$ cat config.mk
export PLATFORM = sky130hd
export DESIGN_NAME = prq_hdr_gen
export DESIGN_NICKNAME = d
export VERILOG_FILES = /design/src/rtl/prq_pkg.sv /design/src/rtl/prq_thr_watch.sv /design/src/rtl/prq_rr_pick.sv /design/src/rtl/prq_slot_entry.sv /design/src/rtl/prq_hdr_gen.sv
export SDC_FILE = /design/constraint.sdc
export NUM_CORES = 1
export LEC_CHECK = 0
export BUFFER_PORTS_ARGS = -buffer_cell sky130_fd_sc_hd__buf_4
export CELL_PAD_IN_SITES_DETAIL_PLACEMENT = 1
export CELL_PAD_IN_SITES_GLOBAL_PLACEMENT = 1
export CORE_MARGIN = 2
export CORE_UTILIZATION = 36
export DETAILED_ROUTE_END_ITERATION = 6
export PLACE_DENSITY_LB_ADDON = 0.3
export SYNTH_ARGS = -nofsm -noshare
export SYNTH_HDL_FRONTEND = slang
export SYNTH_HIERARCHICAL = 1
export SYNTH_SLANG_ARGS = --single-unit
$ cat constraint.sdc
create_clock -name clk -period 5.8 [get_ports clk]
set_clock_uncertainty 0.05 [all_clocks]
set_input_delay 0.29 -clock clk [delete_from_list [all_inputs] [get_ports clk]]
set_output_delay 0.29 -clock clk [all_outputs]
set_load 0.005 [all_outputs]
$ cat src/rtl/prq_pkg.sv
package prq_pkg;
    localparam int NODE_W = 4;
    localparam int CNT_W  = 12;
    localparam int SVC_W  = 3;

    typedef struct packed {
        logic              empty;
        logic              req;
        logic [NODE_W-1:0] src;
        logic [NODE_W-1:0] dst;
        logic [CNT_W-1:0]  vol;
        logic [SVC_W-1:0]  svc;
    } prq_hdr_t;

    localparam int HDR_W = $bits(prq_hdr_t);

    // Next index after v in a ring of n entries
    function automatic logic [NODE_W-1:0] ring_next(logic [NODE_W-1:0] v, int n);
        int t;
        t = int'(v) + 1;
        if (t >= n) t = 0;
        return NODE_W'(t);
    endfunction
endpackage

$ cat src/rtl/prq_thr_watch.sv
module prq_thr_watch
    import prq_pkg::*;
#(
    parameter int THRESHOLD = 16
) (
    input  logic             clk,
    input  logic             rst,
    input  logic [CNT_W-1:0] count_i,
    input  logic             clear_i,
    output logic             pending_o
);
    logic above;
    logic latched;

    assign above = (count_i >= CNT_W'(THRESHOLD));

    always_ff @(posedge clk) begin
        if (rst) begin
            latched   <= 1'b0;
            pending_o <= 1'b0;
        end else if (!above) begin
            latched   <= 1'b0;
            pending_o <= 1'b0;
        end else if (!latched) begin
            latched   <= 1'b1;
            pending_o <= 1'b1;
        end else if (clear_i) begin
            pending_o <= 1'b0;
        end
    end
endmodule

$ cat src/rtl/prq_rr_pick.sv
module prq_rr_pick
    import prq_pkg::*;
#(
    parameter int N = 6
) (
    input  logic              clk,
    input  logic              rst,
    input  logic [N-1:0]      req_i,
    input  logic              advance_i,
    output logic [NODE_W-1:0] gnt_idx_o,
    output logic              gnt_any_o
);
    logic [NODE_W-1:0] ptr;

    always_comb begin
        int c;
        gnt_any_o = 1'b0;
        gnt_idx_o = '0;
        for (int i = 0; i < N; i++) begin
            c = int'(ptr) + i;
            if (c >= N) c = c - N;
            if (!gnt_any_o && req_i[c]) begin
                gnt_any_o = 1'b1;
                gnt_idx_o = NODE_W'(c);
            end
        end
    end

    always_ff @(posedge clk) begin
        if (rst) begin
            ptr <= '0;
        end else if (advance_i && gnt_any_o) begin
            ptr <= ring_next(gnt_idx_o, N);
        end
    end
endmodule

$ cat src/rtl/prq_slot_entry.sv
module prq_slot_entry #(
    parameter int SLOT_W   = 3,
    parameter int ARB_SLOT = 3
) (
    input  logic              clk,
    input  logic              rst,
    input  logic [SLOT_W-1:0] slot_i,
    output logic              entry_o
);
    logic is_arb;
    logic in_arb;

    assign is_arb  = (slot_i == SLOT_W'(ARB_SLOT));
    assign entry_o = is_arb && !in_arb;

    always_ff @(posedge clk) begin
        if (rst) in_arb <= 1'b0;
        else     in_arb <= is_arb;
    end
endmodule

$ cat src/rtl/prq_hdr_gen.sv
module prq_hdr_gen
    import prq_pkg::*;
#(
    parameter int NUM_DEST  = 6,
    parameter int THRESHOLD = 16,
    parameter int NUM_SLOTS = 5,
    parameter int ARB_SLOT  = 3,
    parameter int NODE_ID   = 2,
    localparam int SLOT_W   = (NUM_SLOTS > 1) ? $clog2(NUM_SLOTS) : 1
) (
    input  logic                      clk,
    input  logic                      rst,
    input  logic [NUM_DEST*CNT_W-1:0] cnt_flat_i,
    input  logic [NUM_DEST*SVC_W-1:0] svc_flat_i,
    input  logic [SLOT_W-1:0]         slot_i,
    input  logic                      data_valid_i,
    output logic                      hdr_valid_o,
    output logic [HDR_W-1:0]          hdr_o
);
    logic [CNT_W-1:0]  cnt_a [NUM_DEST];
    logic [SVC_W-1:0]  svc_a [NUM_DEST];
    logic [NUM_DEST-1:0] pending;
    logic [NUM_DEST-1:0] clear;
    logic              entry;
    logic [NODE_W-1:0] gnt_idx;
    logic              gnt_any;
    prq_hdr_t          hdr_d;
    prq_hdr_t          hdr_q;

    prq_slot_entry #(.SLOT_W(SLOT_W), .ARB_SLOT(ARB_SLOT)) u_entry (
        .clk(clk), .rst(rst), .slot_i(slot_i), .entry_o(entry)
    );

    for (genvar d = 0; d < NUM_DEST; d++) begin : g_dest
        assign cnt_a[d] = cnt_flat_i[d*CNT_W +: CNT_W];
        assign svc_a[d] = svc_flat_i[d*SVC_W +: SVC_W];
        assign clear[d] = entry && gnt_any && (gnt_idx == NODE_W'(d));

        prq_thr_watch #(.THRESHOLD(THRESHOLD)) u_watch (
            .clk(clk), .rst(rst), .count_i(cnt_a[d]),
            .clear_i(clear[d]), .pending_o(pending[d])
        );
    end

    prq_rr_pick #(.N(NUM_DEST)) u_pick (
        .clk(clk), .rst(rst), .req_i(pending), .advance_i(entry),
        .gnt_idx_o(gnt_idx), .gnt_any_o(gnt_any)
    );

    always_comb begin
        hdr_d       = '0;
        hdr_d.empty = !data_valid_i;
        hdr_d.src   = NODE_W'(NODE_ID);
        if (gnt_any) begin
            hdr_d.req = 1'b1;
            hdr_d.dst = gnt_idx;
            hdr_d.vol = cnt_a[gnt_idx];
            hdr_d.svc = svc_a[gnt_idx];
        end
    end

    always_ff @(posedge clk) begin
        if (rst) begin
            hdr_valid_o <= 1'b0;
            hdr_q       <= '0;
        end else begin
            hdr_valid_o <= entry;
            if (entry) hdr_q <= hdr_d;
        end
    end

    assign hdr_o = hdr_q;
endmodule

---- Word-level counts from Yosys, hierarchy flattened ----
Cells that the tools add are included.
storage, ports and cells
  register bits after elaboration ......... 40
  logic and storage cells ................. 162
operators by class
  add/subtract/negate cells ............... 12
  $lt $le $gt $ge ......................... 20
  eq/ne operators ......................... 12
  mux-type cells .......................... 63
  bitwise operators ....................... 7
  reduce and logical (&&, ||, !) cells .... 27
operator list
  cell                                                    count
  < comparator 32 x 5 -> 1 bit (second input constant)    6
  two-way mux 32 bit                                      6
  >= comparator 32 x 4 -> 1 bit (second input constant)   5
  subtractor 32 x 4 -> 32 bit (second input constant)     5
  >= comparator 12 x 5 -> 1 bit (second input constant)   6
  two-way mux 1 bit                                       37
  binary-select mux 12 bit (select 3 bit)                 1
  two-way mux 4 bit                                       7
  two-way mux 12 bit                                      2
  two-way mux 19 bit                                      1
  binary-select mux 1 bit (select 3 bit)                  6
  logical AND 1 bit                                       13
  inequality test 2 x 1 -> 1 bit (second input constant)  6
  OR reduction 2 bit                                      6
  adder 4 x 1 -> 5 bit (second input constant)            2
  adder 4 x 2 -> 5 bit (second input constant)            2
  adder 4 x 3 -> 5 bit (second input constant)            2
  binary-select mux 3 bit (select 3 bit)                  1
  == test 4 x 2 -> 1 bit (second input constant)          2
  == test 4 x 3 -> 1 bit (second input constant)          2
  zero test 1 bit                                         7
  two-way mux 3 bit                                       2
  inverter 1 bit                                          6
  >= comparator 5 x 3 -> 1 bit (second input constant)    1
  7 further kinds                                         7

---- Logic depth before layout (Yosys ltp) ----
Gate-level depths: netlist (run 1).
  depth after elaboration ................. 26
  mapped depth ............................ 21
  depth with buffers taken out ............ 16

---- Hierarchy ----
The synthesis (run 1) kept the hierarchy.
by module, submodules not included
  module          instances  cells each  area each (um^2)  seq. area each (um^2)
  prq_hdr_gen     1          216         1,816.7           460.4
  prq_rr_pick     1          223         1,615.3           80.1
  prq_thr_watch   6          7           77.6              40.0
  prq_slot_entry  1          3           45.0              20.0

---- Worst setup path before layout (run 1) ----
OpenSTA, ideal clock, no wires.
  path kind ............................... register to register
  start point ............................. reg u_pick.ptr[1]
  end point ............................... reg hdr_q (netlist bit hdr_o[0])
  arrival ................................. 4,073 ps
  required time ........................... 5,628 ps
  path slack .............................. 1,555 ps
  cell stages (with the launch flop) ...... 19
  buffers on the path ..................... 6
  cells stage by stage .................... dfxtp_1 inv_1 clkbuf_1 ha_1 buf_2 inv_1 clkbuf_1 ha_1 o211ai_1 mux2i_1 nor3_1 o22ai_1 and3_1 a31oi_1 buf_6 buf_2 buf_2 nor2_1 o311a_1
on the way
  longest elaborated chain between the ends .. 26
  elaborated cells on any way between the ends .. 68
  classes of those cells .................. 11 x add/sub; 6 x order compare; 40 x mux; 1 x bitwise; 10 x reduce/logical
ends and longest elaborated chain
  element                                                               line               RTL
  from (decl)                                                           prq_rr_pick.sv:13  logic [NODE_W-1:0] ptr;
  from (signal assigned)                                                prq_rr_pick.sv:33  ptr <= ring_next(gnt_idx_o, N);
  branches (longest 20 deep; another with subtractor 32 x 4 -> 32 bit)  --
  two-way mux 4 bit *                                                   prq_rr_pick.sv:22  if (!gnt_any_o && req_i[c]) begin
  net gnt_idx[0]                                                        prq_hdr_gen.sv:25  logic [NODE_W-1:0] gnt_idx;
  inverter 4 -> 5 bit (not written as such) *                           prq_hdr_gen.sv:58  hdr_d.svc = svc_a[gnt_idx];
  binary-select mux 3 bit (select 3 bit) *                              prq_hdr_gen.sv:58
  two-way mux 3 bit (not written as such) * (2 in series)               prq_hdr_gen.sv:58
  two-way mux 19 bit *                                                  prq_hdr_gen.sv:54  if (gnt_any) begin
  to (signal assigned)                                                  prq_hdr_gen.sv:68  if (entry) hdr_q <= hdr_d;
  to (decl)                                                             prq_hdr_gen.sv:28  prq_hdr_t hdr_q;
Mark *: on every way through the listed nets, which the timed path passes. The select of a mux whose other input is x is not followed.
A chain may end at the register's enable or synchronous reset.

---- Worst setup path in the final report (run 1) ----
  start point ............................. reg u_pick.ptr[0]
  end point ............................... reg hdr_q (netlist bit hdr_o[13])
on the way
  longest elaborated chain between the ends .. 26
  elaborated cells on any way between the ends .. 68
  classes of those cells .................. 11 x add/sub; 6 x order compare; 40 x mux; 1 x bitwise; 10 x reduce/logical
ends and longest elaborated chain
  element                                                               line               RTL
  branches (longest 20 deep; another with subtractor 32 x 4 -> 32 bit)  --
  two-way mux 4 bit *                                                   prq_rr_pick.sv:22
  net gnt_idx[2]                                                        prq_hdr_gen.sv:25
  inverter 4 -> 5 bit (not written as such) *                           prq_hdr_gen.sv:57  hdr_d.vol = cnt_a[gnt_idx];
  binary-select mux 12 bit (select 3 bit) *                             prq_hdr_gen.sv:57
  two-way mux 12 bit (not written as such) * (2 in series)              prq_hdr_gen.sv:57
  two-way mux 19 bit *                                                  prq_hdr_gen.sv:54
Marked as above.

==> results of run 1 <==
==> per-layer routing <==
metal	vias up	wire [um]
met5	-	0
met4	0	432
met3	28	558
met2	131	7130
met1	2040	6110
li1	2027	-
==> cell usage in the layout (no fill, tap or decap), types with 13 or more instances in the layout <==
cell	n
nand2_1	33
dfxtp_1	40
nor2_1	39
buf_4	129
mux2_2	13
mux2i_1	36
o21ai_0	13
nand2b_1	29
ha_1	18
a21oi_1	33
nor3_1	14
==> power groups by stage <==
stage	clock network, mW	registers (mW)	logic, mW
3_5_place_dp	0	0.346	1.39
5_1_grt	0.248	0.344	1.53
2_1_floorplan	0	0.332	1.04
3_3_place_gp	0	0.344	1.35
4_1_cts	0.236	0.339	1.40
6_report	0.228	0.339	1.40
==> cell families (layout without fill, tap and decap cells) <==
kind of cell | count (synthesis) | after routing | share of synthesized area, %
mux | 51 | 51 | 14.0
flops | 40 | 40 | 20.3
other cells | 1 | 3 | 0.0951
simple gates | 166 | 166 | 22.9
fa+ha+maj | 18 | 18 | 5.71
buf+inv | 48 | 150 | 6.54
xor+xnor | 10 | 10 | 2.22
compound gates | 150 | 150 | 28.2
==> path summary, 6_finish.rpt <==
| kind | slack, ns | cells after the start | endpoint | startpoint |
|---|---|---|---|---|
| max | 0.58 | 14 | hdr_o[13]$_SDFFE_PP0P_ | u_pick/ptr[0]$_SDFFE_PP0P_ |
| min | 0.12 | 2 | hdr_o[24]$_SDFFE_PP0P_ | data_valid_i |
| max reg2reg | 0.58 | 14 | hdr_o[13]$_SDFFE_PP0P_ | u_pick/ptr[0]$_SDFFE_PP0P_ |
| min reg2reg | 0.35 | 1 | g_dest[5].u_watch/pending_o$_SDFFE_PP0P_ | g_dest[5].u_watch/latched$_SDFF_PP0_ |
==> final cells by class <==
class	instances	area, um2
flip-flops and latches	40	801
well taps	140	175
clock buffers	6	72.6
clock inverters	2	35.0
fillers	1375	5730
repair buffers	129	968
inverters	13	53.8
multi-input cells	398	2910
==> worst max-delay path: cells and delay by family (launching register included) <==
kind                     cells  cell delay (ns)
AO/OA/AOI/OAI                5             1.26
buffers and inverters        4             1.12
adder cells (fa/ha/maj)      2             1.01
flip-flops                   1             0.88
AND/OR/NAND/NOR              2             0.56
multiplexers                 1             0.21
==> registers in the layout, summed over array words and instances (netlist names) <==
| name | cells |
|---|---|
| hdr_valid_o | 1 |
| u_pick/ptr | 4 |
| hdr_o | 22 |
| u_entry/in_arb | 1 |
| g_dest.u_watch/latched | 6 |
| g_dest.u_watch/pending_o | 6 |
==> reports/qor.txt, run 1 <==
outcome - completed
clock latency on the worst-skew pair - 0.29 ns
GRT busiest layer - met2
Clock Pin Slew Worst Setup and Hold Paths - 0.08 ns
grt met2 use - 42.0%
Synth Register Bits - 40
synthesis warning total - 6
Final Hold Vio Count - 0
Max Clk Rate - 0.192 GHz
CP Data Required Time - 5.92 ns
largest cells by area after synthesis - dfxtp_1 (20%), mux2i_1 (9.1%), ha_1 (5.7%)
final number of setup-violating endpoints - 0
Syn Inst Count - 484
core box area - 10,700 um2
Max clock buf depth - 2
HPWL after DPL - 11,500 um
unrepaired setup endpoints after global routing - no
most frequent cell after synthesis - dfxtp_1
Design Area, Final - 5010 um2
placed cell area - 4910 um2
Tot Pwr - 1.97 mW
first-pass GRT wire length - 22,800 um
DR WL/cell - 19.5 um
top_reg_cell synth - dfxtp_1
Root Buffer - clkbuf_8
Comb power frac - 71.1%
largest fanout on the critical path - 19
cell taking the most area after synthesis - dfxtp_1
Reg power frac - 17.3%
Synth Area per Inst - 8.15 um2
post-synth cell types - 66
Setup CP Type - flop to flop
final critical path time including I/O delays and setup - 5.22 ns
placed insts - 720
Max Slew Vio Count - 0
Port-buffer cells - 118
crit start category - flop
PwrDens - 392 nW/um2
vias in the first global route - 4,430
FFs w/ async S/R, synth - 0%
Remaining DRCs - 0
period utilization - 90.0%
P&R area growth vs syn - 27.2%
Ports - 122
GRT Residual Overflow - 0
Critical Path End Type - flop
Hold/Removal Path Class - input port to flop
CTS tree - done
# hold bufs at CTS - 0
CP peak stage delay - 0.88 ns
P_leak - 2.15 nW
post-route ant nets - 0
Mapped Area - 3940 um2
initial antenna violation count - 0
crit path cell chain - clkinv_4 > ha_1 > inv_1 > ha_1 > o211ai_1 > mux2i_1 > or3_1 > nor2_1 > o21ai_0 > a21oi_1 > inv_1 > buf_4 > a221o_1 > o311a_1
CTS Sinks - 40
Post-Route Setup TNS - 0 ns
met1 Use GR - 31.1%
worst vdd ir - 166 uV
clock share of power - 11.6%
layout cells sized above 1 - 28.7%
pin count of the biggest net entering global routing - 33
P_sw - 0.940 mW
GRT Resource Usage Total - 24.4%
Switching Share - 47.8%
Vias - 4,226
final core utilization - 46.7%
final antenna diode count - 0
Routed WL - 14,200 um
slew at the pin closest to its max-slew limit - 0.851 ns
post-CTS setup repair buffer count - 0
die width - 109 um
final net count - 701
sequential-to-total area share from yosys stat - 20.3%
starting density of the core - 36.7%
Die Area - 11,800 um2
Num CTS Buffers - 5
fin cells - 728
worst slack, placed - 0.605 ns
top cells by count, synth - dfxtp_1 (40), nor2_1 (39), mux2i_1 (36), nand2_1 (34), a21oi_1 (33)
critical path's slowest cell - dfxtp_1
Data arrival, critical path - 5.34 ns
post_cts resized - 0
H-tree levels - 2
internal power - 1.03 mW
Via density - 5.80
Slew HR - 41.6%
number of enable flip-flop cells after synthesis - 0
hold slack - 0.121 ns
maxcap violations - 0
initial drt markers - 169
Final GP Congestion - 0.951
Initial DRT Pass Iterations - 4
row count - 38
final critical-path setup slack - 0.581 ns
Die Y - 109 um
post-synth top area share - 20.3%
met3 Use GR - 2.81%
Note: power is estimated with default switching activity, not from simulation.
==> run 2, diff against run 1 <==
Settings changed: REMOVE_ABC_BUFFERS set to 1.
Clock period 5.8 ns to 6.2 ns, I/O delays scaled along.
==> run 2 against run 1 <==
Effect of this change:
- largest power group unchanged
- first-iteration DRC count increased by 20%
- flip-flop and latch count unchanged
- via count decreased by 0.17%
- core utilization decreased by 0.24 points
- critical endpoint is now hdr_o[9]$_SDFFE_PP0P_
- sequential share of layout area increased by 0.084 points
- critical path type unchanged
==> reports/qor.txt, run 2 (synthesis results as in run 1) <==
layout cells sized above 1 - 28.4% (-0.32 points)
Clock Pin Slew Worst Setup and Hold Paths - 0.08 ns (about the same)
max reg flops - 22 (unchanged)
placed insts - 716 (-0.56%)
GRT Resource Usage Total - 24.4% (-0.043 points)
Final Hold Vio Count - 0 (unchanged)
maxcap violations - 0 (unchanged)
PwrDens - 366 nW/um2 (-6.7%)
hold-critical path endpoint - hdr_o[24]$_SDFFE_PP0P_
largest fanout on the critical path - 19 (unchanged)
final antenna diode count - 0 (unchanged)
Data arrival, critical path - 5.29 ns (-0.05 ns)
vias in the first global route - 4,357 (-1.6%)
Hold/Removal Path Class - input port to flop
H-tree levels - 2 (unchanged)
Ports - 122 (unchanged)
CTS Sinks - 40 (unchanged)
final critical path time including I/O delays and setup - 5.16 ns (-0.0631 ns)
post_cts resized - 0 (unchanged)
Routed WL - 14,200 um (about the same)
Fill cells - 1,332 (-3.1%)
Max Slew Vio Count - 0 (unchanged)
# hold bufs at CTS - 0 (unchanged)
worst r2r dst - hdr_o[9]$_SDFFE_PP0P_
Root Buffer - clkbuf_8
CP peak stage delay - 0.72 ns (-0.16 ns)
Max clock buf depth - 2 (unchanged)
crit path cell chain - inv_1 > ha_1 > inv_1 > ha_1 > o211ai_1 > mux2i_1 > nor3_1 > nand4b_1 > o22a_1 > nand2_2 > buf_4 > nor2b_4 > a221o_1 > o311a_1
Vias - 4,219 (-0.17%)
post-route ant nets - 0 (unchanged)
Worst R2R Start - u_pick/ptr[1]$_SDFFE_PP0P_
slew at the pin closest to its max-slew limit - 1.10 ns (+0.252 ns)
DR WL/cell - 19.7 um (+0.57%)
row count - 38 (unchanged)
die width - 109 um (unchanged)
initial drt markers - 203 (+20%)
initial antenna violation count - 0 (unchanged)
Reg2Reg Depth - 14 (unchanged)
CP Data Required Time - 6.33 ns (+0.41 ns)
clock latency on the worst-skew pair - 0.29 ns (about the same)
critical path's slowest cell - dfxtp_1
Design Area, Final - 4990 um2 (-0.52%)
unrepaired setup endpoints after global routing - no
CTS tree - done
final number of setup-violating endpoints - 0 (unchanged)
commonest non-fill, non-tap cell in the layout - buf_4
GRT Residual Overflow - 0 (unchanged)
R2R Setup Slk - 1.04 ns (+0.46 ns)
Setup CP Type - flop to flop
hold_sp - data_valid_i
fin cells - 724 (-0.55%)
post-CTS setup repair buffer count - 0 (unchanged)
CP Depth - 14 (unchanged)
first-pass GRT wire length - 22,800 um (about the same)
period utilization - 83.2% (-6.8 points)
Die Area - 11,800 um2 (unchanged)
final critical-path setup slack - 1.04 ns (+0.463 ns)
Via density - 5.83 (+0.39%)
Worst Hold Path Cells - 2 (unchanged)
final core utilization - 46.4% (-0.24 points)
Top delay family on crit path - compound AO/OA/AOI/OAI gates
crit start category - flop
outcome - completed
most frequent cells in the layout - buf_4 (125), dfxtp_1 (40), nor2_1 (39)
hold slack - 0.142 ns (+0.0212 ns)
final net count - 697 (-0.57%)
P_leak - 2.13 nW (-0.95%)
Critical Path End Type - flop
Max Clk Rate - 0.194 GHz (+1.2%)
HPWL after DPL - 11,200 um (-2.3%)
Die Y - 109 um (unchanged)
worst vdd ir - 141 uV (-15%)
starting density of the core - 36.7% (unchanged)
Num CTS Buffers - 5 (unchanged)
placed cell area - 4880 um2 (-0.61%)
CP bufs+invs - 3 (-1)
core box area - 10,700 um2 (unchanged)
Port-buffer cells - 118 (unchanged)
worst slack, placed - 1.12 ns (+0.519 ns)
P&R area growth vs syn - 26.5%
Slew HR - 26.4% (-15 points)
Final GP Congestion - 0.958 (+0.78%)
pin count of the biggest net entering global routing - 34 (+3.0%)
Remaining DRCs - 0 (unchanged)
Initial DRT Pass Iterations - 4 (unchanged)
==> run 2: cell types whose count changed in the layout (fill, tap and decap cells not counted), sizes merged <==
cell | before | now
buf | 129 | 125
clkbuf | 6 | 5
clkinvlp | 0 | 1
==> run 2: final cells by class <==
cell class | instances | area, um2 | area share [%]
multi-input combinational | 398 | 2910 | 58.3
timing repair buffer | 125 | 938 | 18.8
sequential | 40 | 801 | 16.1
tap | 140 | 175 | 3.51
clock buffer | 5 | 68.8 | 1.38
inverter | 13 | 53.8 | 1.08
clock inverter | 3 | 42.5 | 0.853
==> run 2: worst max-delay path by stage <==
stage          slack (ns)                      to                        from
3_3_place_gp         1.26   hdr_o[1]$_SDFFE_PP0P_  u_pick/ptr[1]$_SDFFE_PP0P_
6_report             1.04   hdr_o[9]$_SDFFE_PP0P_  u_pick/ptr[1]$_SDFFE_PP0P_
2_1_floorplan       -0.18  hdr_o[11]$_SDFFE_PP0P_  u_pick/ptr[1]$_SDFFE_PP0P_
5_1_grt              0.59   hdr_o[0]$_SDFFE_PP0P_  u_pick/ptr[1]$_SDFFE_PP0P_
4_1_cts              1.09   hdr_o[0]$_SDFFE_PP0P_  u_pick/ptr[1]$_SDFFE_PP0P_
3_5_place_dp         1.12   hdr_o[0]$_SDFFE_PP0P_  u_pick/ptr[1]$_SDFFE_PP0P_
==> run 2: through the flow <==
step	power, mW	TNS (ns)
finish	1.83	0
global route	1.97	0
CTS	1.83	0
detailed placement	1.60	0
global placement	1.57	0
floorplan	1.22	-1.57
==> run 2: worst reg2reg max path, delay by kind of cell (launching register included) <==
kind | cells | cell delay, ns
AO/OA/AOI/OAI | 4 | 1.30
AND/OR/NAND/NOR | 4 | 1.06
adder cells (fa/ha/maj) | 2 | 0.98
buffers and inverters | 3 | 0.75
flip-flops | 1 | 0.72
multiplexers | 1 | 0.21
==> run 2: where the power goes <==
group / total [mW] / switching (mW) / internal [mW] / leakage (nW)
registers: 0.318 / 0.0326 / 0.285 / 0.328
logic: 1.29 / 0.751 / 0.540 / 1.75
clock network: 0.217 / 0.0982 / 0.119 / 0.0541
total: 1.83 / 0.882 / 0.944 / 2.13
==> run 2: routing by layer <==
layer,global-route usage (%),vias up,share of wire [%]
li1,-,2018,-
met1,29.9,2055,43
met2,44.5,130,50
met3,3.65,16,4.8
met4,5.95,0,1.5
met5,0,-,0
